===== src/rtl/pfg_pkg.sv =====
package pfg_pkg;
  localparam int OPC_W = 6;

  typedef enum logic [1:0] {
    PM_ALWAYS = 2'b00,
    PM_NEVER  = 2'b01,
    PM_IF_T   = 2'b10,
    PM_IF_NT  = 2'b11
  } pred_mode_e;

  typedef struct packed {
    logic [OPC_W-1:0] opcode;
    logic             is_branch;
    logic             writes_t;
    logic             pred_taken;
  } uop_t;
endpackage


===== src/rtl/pfg_enable.sv =====
module pfg_enable
  import pfg_pkg::*;
(
  input  logic       flushed,
  input  logic [1:0] pred,
  input  logic       t_flag,
  output logic       enable
);
  pred_mode_e mode;
  logic       pred_ok;

  always_comb begin
    mode = pred_mode_e'(pred);
    unique case (mode)
      PM_ALWAYS: pred_ok = 1'b1;
      PM_NEVER:  pred_ok = 1'b0;
      PM_IF_T:   pred_ok = t_flag;
      PM_IF_NT:  pred_ok = ~t_flag;
      default:   pred_ok = 1'b0;
    endcase
    enable = pred_ok & ~flushed;
  end
endmodule


===== src/rtl/pfg_flush_mask.sv =====
module pfg_flush_mask #(
  parameter int N_FRONT = 3
) (
  input  logic               clk,
  input  logic               rst_n,
  input  logic               hold,
  input  logic               redirect,
  input  logic               bp_set_if,
  output logic [N_FRONT-1:0] mask,
  output logic               last_eff
);
  logic [N_FRONT-1:0] eff;
  logic [N_FRONT-1:0] nxt;

  assign eff      = mask | {N_FRONT{redirect}};
  assign last_eff = eff[N_FRONT-1];

  assign nxt[0] = bp_set_if & ~redirect;
  for (genvar g = 1; g < N_FRONT; g++) begin : g_shift
    assign nxt[g] = eff[g-1];
  end

  always_ff @(posedge clk) begin
    if (!rst_n)    mask <= '0;
    else if (!hold) mask <= nxt;
  end
endmodule


===== src/rtl/pfg_hazard.sv =====
module pfg_hazard (
  input  logic       id2_valid,
  input  logic [1:0] id2_pred,
  input  logic       ex1_valid,
  input  logic       ex1_writes_t,
  input  logic       redirect,
  output logic       stall
);
  logic predicated;
  assign predicated = id2_pred != 2'b00;
  assign stall = id2_valid & predicated & ex1_valid & ex1_writes_t & ~redirect;
endmodule


===== src/rtl/pred_flush_gate.sv =====
module pred_flush_gate
  import pfg_pkg::*;
#(
  parameter int               N_FRONT  = 3,
  parameter logic [OPC_W-1:0] NOP_OPC  = 6'h00,
  parameter logic [OPC_W-1:0] NOBR_OPC = 6'h3F
) (
  input  logic               clk,
  input  logic               rst_n,
  input  logic               id2_valid,
  output logic               id2_ready,
  input  logic [OPC_W-1:0]   id2_opcode,
  input  logic               id2_is_branch,
  input  logic               id2_writes_t,
  input  logic               id2_pred_taken,
  input  logic [1:0]         id2_pred,
  input  logic               t_flag,
  input  logic               bp_flush_if,
  output logic [N_FRONT-1:0] stage_flush,
  output logic               ex1_valid,
  output logic [OPC_W-1:0]   ex1_opcode,
  output logic               ex1_is_branch,
  output logic               ex1_writes_t,
  output logic               ex1_pred_taken,
  output logic               redirect,
  output logic               redirect_to_target
);
  uop_t in_op, gated_op, ex1_q;
  logic ex1_vq;
  logic id2_flushed, enable, stall;

  assign in_op = '{opcode: id2_opcode, is_branch: id2_is_branch,
                   writes_t: id2_writes_t, pred_taken: id2_pred_taken};

  // Redirect decision for the op already in EX1
  always_comb begin
    redirect           = 1'b0;
    redirect_to_target = 1'b0;
    if (ex1_vq && ex1_q.is_branch) begin
      if (ex1_q.opcode == NOBR_OPC) begin
        redirect = ex1_q.pred_taken;
      end else begin
        redirect           = ~ex1_q.pred_taken;
        redirect_to_target = ~ex1_q.pred_taken;
      end
    end
  end

  pfg_hazard u_hazard (
    .id2_valid    (id2_valid),
    .id2_pred     (id2_pred),
    .ex1_valid    (ex1_vq),
    .ex1_writes_t (ex1_q.writes_t),
    .redirect     (redirect),
    .stall        (stall)
  );

  pfg_flush_mask #(.N_FRONT(N_FRONT)) u_mask (
    .clk       (clk),
    .rst_n     (rst_n),
    .hold      (stall),
    .redirect  (redirect),
    .bp_set_if (bp_flush_if),
    .mask      (stage_flush),
    .last_eff  (id2_flushed)
  );

  pfg_enable u_enable (
    .flushed (id2_flushed),
    .pred    (id2_pred),
    .t_flag  (t_flag),
    .enable  (enable)
  );

  // Rewrite of a disabled op
  always_comb begin
    gated_op = in_op;
    if (!enable) begin
      gated_op.writes_t = 1'b0;
      if (in_op.is_branch && !id2_flushed) begin
        gated_op.opcode = NOBR_OPC;
      end else begin
        gated_op.opcode    = NOP_OPC;
        gated_op.is_branch = 1'b0;
      end
    end
  end

  always_ff @(posedge clk) begin
    if (!rst_n) begin
      ex1_vq <= 1'b0;
      ex1_q  <= '0;
    end else if (stall || !id2_valid) begin
      ex1_vq <= 1'b0;
      ex1_q  <= '0;
    end else begin
      ex1_vq <= 1'b1;
      ex1_q  <= gated_op;
    end
  end

  assign id2_ready      = ~stall;
  assign ex1_valid      = ex1_vq;
  assign ex1_opcode     = ex1_q.opcode;
  assign ex1_is_branch  = ex1_q.is_branch;
  assign ex1_writes_t   = ex1_q.writes_t;
  assign ex1_pred_taken = ex1_q.pred_taken;
endmodule


===== config.mk =====
export PLATFORM = sky130hd
export DESIGN_NAME = pred_flush_gate
export DESIGN_NICKNAME = d
export VERILOG_FILES = /design/src/rtl/pfg_pkg.sv /design/src/rtl/pfg_enable.sv /design/src/rtl/pfg_flush_mask.sv /design/src/rtl/pfg_hazard.sv /design/src/rtl/pred_flush_gate.sv
export SDC_FILE = /design/constraint.sdc
export NUM_CORES = 1
export LEC_CHECK = 0
export ABC_CLOCK_PERIOD_IN_PS = 2000
export BUFFER_PORTS_ARGS = -buffer_cell sky130_fd_sc_hd__buf_2
export CAP_MARGIN = 0
export CELL_PAD_IN_SITES_DETAIL_PLACEMENT = 1
export CELL_PAD_IN_SITES_GLOBAL_PLACEMENT = 2
export CORE_ASPECT_RATIO = 0.8
export CORE_MARGIN = 8
export CORE_UTILIZATION = 23
export DETAILED_ROUTE_END_ITERATION = 10
export PLACE_DENSITY = 0.71
export SYNTH_ARGS = -nofsm -noshare
export SYNTH_HDL_FRONTEND = slang
export SYNTH_SLANG_ARGS = --single-unit

===== constraint.sdc =====
create_clock -name clk -period 2 [get_ports clk]
set_input_delay 0.5 -clock clk [delete_from_list [all_inputs] [get_ports clk]]
set_output_delay 0.5 -clock clk [all_outputs]
set_load 0.02 [all_outputs]

### Word level (Yosys, flattened, before mapping)

Index checks and enable logic that the tools add are counted.

* bits of input ports: 16
* word-level logic and storage cells: 42
* flip-flop bits (word level): 13

* bitwise gates (word level): 14
* equality and inequality tests: 4
* mux-type cells: 9
* reductions and logical operators: 9

Operators by type and width (number)
* 8-bit 2-to-1 mux: 1
* 1-bit NOT: 7
* 1-bit bitwise AND: 6
* 6-bit == test, second input constant: 1
* 1-bit 2-to-1 mux: 6
* 6-bit 2-to-1 mux: 1
* 2-bit == test, second input constant: 2
* 1-bit one-hot mux with 4 select lines: 1
* 3-bit bitwise OR: 1
* 3-bit OR reduction: 1
* 2-bit by 1-bit == test with 1-bit output, second input constant: 1
* 1-bit logical AND: 2
* 1-bit zero test: 2
* 2-bit zero test: 1
* 2-bit nonzero test: 1
* 2-bit OR reduction: 1
* 1-bit logical OR: 1

### Logic depth before layout (Yosys ltp)

* depth in word-level cells: 8
* depth in mapped cells: 8

### Hierarchy

From an unflattened synthesis, not the netlist that was laid out.

* cell total of the unflattened synthesis: 59
* area, all modules: 564.3 sq um

Modules (own cells, without submodules)
* pred_flush_gate: area an instance 400.4 sq um, cells each 41, times used 1
* pfg_flush_mask: area an instance 115.1 sq um, cells each 11, times used 1
* pfg_enable: area an instance 32.5 sq um, cells each 4, times used 1
* pfg_hazard: area an instance 16.3 sq um, cells each 3, times used 1

### Worst setup path after synthesis

Ideal clock, no wire load.

* path type: register to output
* start: reg ex1_q, in the netlist ex1_opcode[1]
* end: out redirect
* data arrival time: 1448 ps
* cell stages (with the launch flop): 6
* setup slack: 52 ps
* path through: dfxtp_1 -> and4_1 -> nand3_1 -> ha_1 -> nand3b_2 -> inv_1

* longest elaborated chain between the ends: 3

Ends and longest elaborated chain
* from (decl): line pred_flush_gate.sv:28 `uop_t in_op, gated_op, ex1_q;`
* from (signal assigned): line pred_flush_gate.sv:98 `ex1_q <= gated_op;`
* 6-bit == test: line pred_flush_gate.sv:40 `if (ex1_q.opcode == NOBR_OPC) begin`
* 1-bit 2-to-1 mux: line pred_flush_gate.sv:40
* 1-bit 2-to-1 mux: line pred_flush_gate.sv:39 `if (ex1_vq && ex1_q.is_branch) begin`
* to (decl): line pred_flush_gate.sv:25 `output logic redirect,`

No other way between the ends.

### Worst setup path after layout

* start: reg ex1_q, in the netlist ex1_opcode[0]
* end: out id2_ready

* longest elaborated chain between the ends: 6

Ends and longest elaborated chain
* 6-bit == test: line pred_flush_gate.sv:40
* 1-bit 2-to-1 mux: line pred_flush_gate.sv:40
* 1-bit 2-to-1 mux: line pred_flush_gate.sv:39
* 1-bit NOT: line pfg_hazard.sv:11 `assign stall = id2_valid & predicated & ex1_valid & ex1_writes_t & ~redirect;`
* 1-bit bitwise AND: line pfg_hazard.sv:11
* 1-bit NOT: line pred_flush_gate.sv:102 `assign id2_ready = ~stall;`
* to (decl): line pred_flush_gate.sv:11 `output logic id2_ready,`

No other way between the ends.

==> results by group <==
Status
  – Run status: finished with violations
  – Failing checks: negative setup slack

Worst setup path
  – CP Max Fanout: 5
  – Setup Crit Path Kind: flop to primary output
  – CP peak stage delay: 0.34 ns
  – CP Data Arrival Time: 1.57 ns
  – CP Data Required Time: 1.50 ns
  – Startpoint type of the worst setup path: flop
  – CP Buf/Inv Count: 1
  – Critical path's slowest cell: dfxtp_2
  – Crit-path cells: and4_1, nand3_1, ha_1, nand3b_4, nand2b_4, buf_6
  – Top delay family on crit path: simple AND/OR/NAND/NOR gates
  – Worst setup EP type: primary output

Timing
  – Period utilization: 103%
  – Final-report hold violation count: 0
  – Slew headroom: 70.6%
  – RSZ-0062 raised after global routing: true
  – Setup Viol. Count Final: 2
  – Final Slew Violations: 0
  – Tmin final: 2.07 ns
  – PnR worst setup slack: -0.0699 ns
  – Max Freq: 0.483 GHz
  – Worst Skew: 0.000375 ns
  – Worst-Margin Slew: 0.438 ns

Clocking
  – CTS clk-pin slew, worst paths: 0.08 ns
  – CTS tree: yes
  – Worst skew pair latency: 0.27 ns
  – Longest Clk Path Bufs: 2
  – Clk sinks: 13
  – CTS buffer count: 3
  – H-tree depth: 1
  – Clk root buf: clkbuf_4

Layout
  – Layout cells sized above 1: 57.9%
  – N_diodes: 0
  – Area delta synth->final: 52.0%
  – Finished Layout Cells: 122
  – Fin area: 867 um2
  – Final net count: 113

Yosys
  – Syn Nets: 70
  – Yosys top cell area share: 45.6%
  – Yosys cell types: 19
  – Area leader, netlist: dfxtp_1
  – Top post-synthesis cells by area: dfxtp_1, nand3_1, a21oi_1, mux2i_1, o2111ai_4
  – Seq/Total Area, Yosys: 45.6%
  – Avg Cell Area, Syn: 10.8 um2
  – Synth Warn #: 0
  – Synth Instances: 53
  – Synth Cell Area: 571 um2
  – Synth Register Bits: 13

Min path
  – Worst Hold Class: input pin to flop

Route
  – Post-DRT Antenna Nets: 0
  – Drt wl/cell: 14.9 um
  – Final wirelength: 1820 um
  – Detailed Routing Iterations Pass 1: 3
  – Vias: 556
  – Residual DRC: 0
  – DRT iter0 DRCs: 6
  – Vias per inst: 4.56

Global routing
  – Largest net degree at the start of global routing: 11
  – Global route total overflow: 0
  – Vias in the first global route: 573
  – Total Routing Usage GR: 8.17%
  – Global-route wire length before repair: 2700 um
  – Initial antenna violation count: 0

Floorplan
  – Starting Density: 23.7%
  – I/O pins: 32
  – Full die area: 4340 um2
  – Die Wd: 71.7 um
  – Num rows: 16
  – Die Y: 60.5 um
  – Core ar.: 2400 um2

Power
  – Static Leakage: 0.481 nW
  – Worst IR Drop VDD: 0.164 mV
  – Power density over the cells: 637 nW/um2

Placement
  – HPWL after DPL: 1400 um
  – Area after DPL: 767 um2
  – Placed cells: 112
  – Gpl congestion: 0.744
  – # port buffers: 31

Job
  – Max Cap Viol: 0
## cell families (layout without fill, tap and decap cells)
kind of cell	count (synthesis)	in the layout	share of synthesized area, %
fa+ha+maj	1	1	2.19
compound gates	9	9	12.5
flops	13	13	45.6
xor+xnor	1	1	2.85
buf+inv	4	45	2.63
mux	3	3	5.26
simple gates	22	23	28.9
## repair_timing
| action | in CTS | in global routing |
|---|---|---|
| endpoints found under the setup margin | 2 | 8 |
| resized for setup | 10 | 1 |
| gates cloned | 0 | 1 |
| pin swaps | 1 | 0 |
| hold buffers | 0 | 0 |
| buffers inserted | 2 | 3 |
## placed cells by master (no fill, tap or decap), types with 3 or more instances in the layout
master    Yosys  final
clkbuf_4      0      3
inv_1         4      3
buf_4         0      6
nor2_1        4      4
mux2i_1       3      3
nand3_1       8      8
dfxtp_1      13      9
dfxtp_2       0      4
buf_2         0     29
a21oi_1       6      5
## Yosys cell counts
| library cell | n |
|---|---|
| ha_1 | 1 |
| nand3_1 | 8 |
| nand3b_4 | 1 |
| and4_1 | 1 |
| o2111ai_4 | 1 |
| nor2b_4 | 1 |
| mux2i_1 | 3 |
| nor2_4 | 1 |
| a21oi_1 | 6 |
| nor2_1 | 4 |
| and3_1 | 1 |
| nand3b_2 | 1 |
| a21boi_0 | 2 |
| nand2b_4 | 1 |
| nand2_1 | 2 |
| inv_1 | 4 |
| nand3_4 | 1 |
| dfxtp_1 | 13 |
| xnor2_2 | 1 |
## area by class of cell
class | count | area (um2)
multi-input combinational | 37 | 314
inverter | 4 | 15.0
timing repair buffer | 37 | 213
tap | 27 | 33.8
sequential | 13 | 265
fill | 288 | 1540
clock buffer | 4 | 26.3
## through the flow
step	hold slack (ns)	power [mW]	TNS (ns)	setup slack, ns	util [%]
2_1_floorplan	0.597	0.340	0	0.0516	-
3_3_place_gp	0.535	0.384	0	0.107	31.9
3_5_place_dp	0.541	0.387	0	0.0715	31.9
4_1_cts	0.444	0.553	-0.114	-0.0595	34.7
5_1_grt	0.443	0.584	-0.480	-0.169	36.1
6_report	0.441	0.552	-0.122	-0.0699	36.1
## final timing paths
check / startpoint / endpoint / slack [ns] / cells past startpoint
worst max-delay path: ex1_opcode[0]$_SDFF_PP0_ / id2_ready / -0.07 / 6
worst min-delay path: id2_pred_taken / ex1_pred_taken$_SDFF_PP0_ / 0.44 / 3
worst max register to register: ex1_opcode[0]$_SDFF_PP0_ / ex1_opcode[0]$_SDFF_PP0_ / 0.10 / 10
worst min register to register: u_mask.mask[0]$_SDFFE_PN0N_ / u_mask.mask[0]$_SDFFE_PN0N_ / 0.55 / 2
## state kept, by name (all words and copies together) (netlist names)
signal	flops
ex1_is_branch	1
ex1_opcode	6
ex1_pred_taken	1
ex1_valid	1
ex1_writes_t	1
u_mask.mask	3
## power breakdown
part	switching [mW]	internal, mW
clock network	0.0866	0.0772
logic	0.0601	0.0454
registers	0.0106	0.273
total	0.157	0.395
## tightest hold or removal path, cell delays in order
cell    delay (ns)
buf_2         0.10
inv_1         0.04
nor2_1        0.04
## metal layers
| layer | GRT usage (%) | vias to the layer above | share of wire [%] |
|---|---|---|---|
| li1 | - | 272 | - |
| met1 | 8.30 | 267 | 43 |
| met2 | 13.7 | 15 | 48 |
| met3 | 3.30 | 2 | 7.7 |
| met4 | 5.80 | 0 | 1.4 |
| met5 | 0 | - | 0 |
Power figures use the tool's default switching activity.
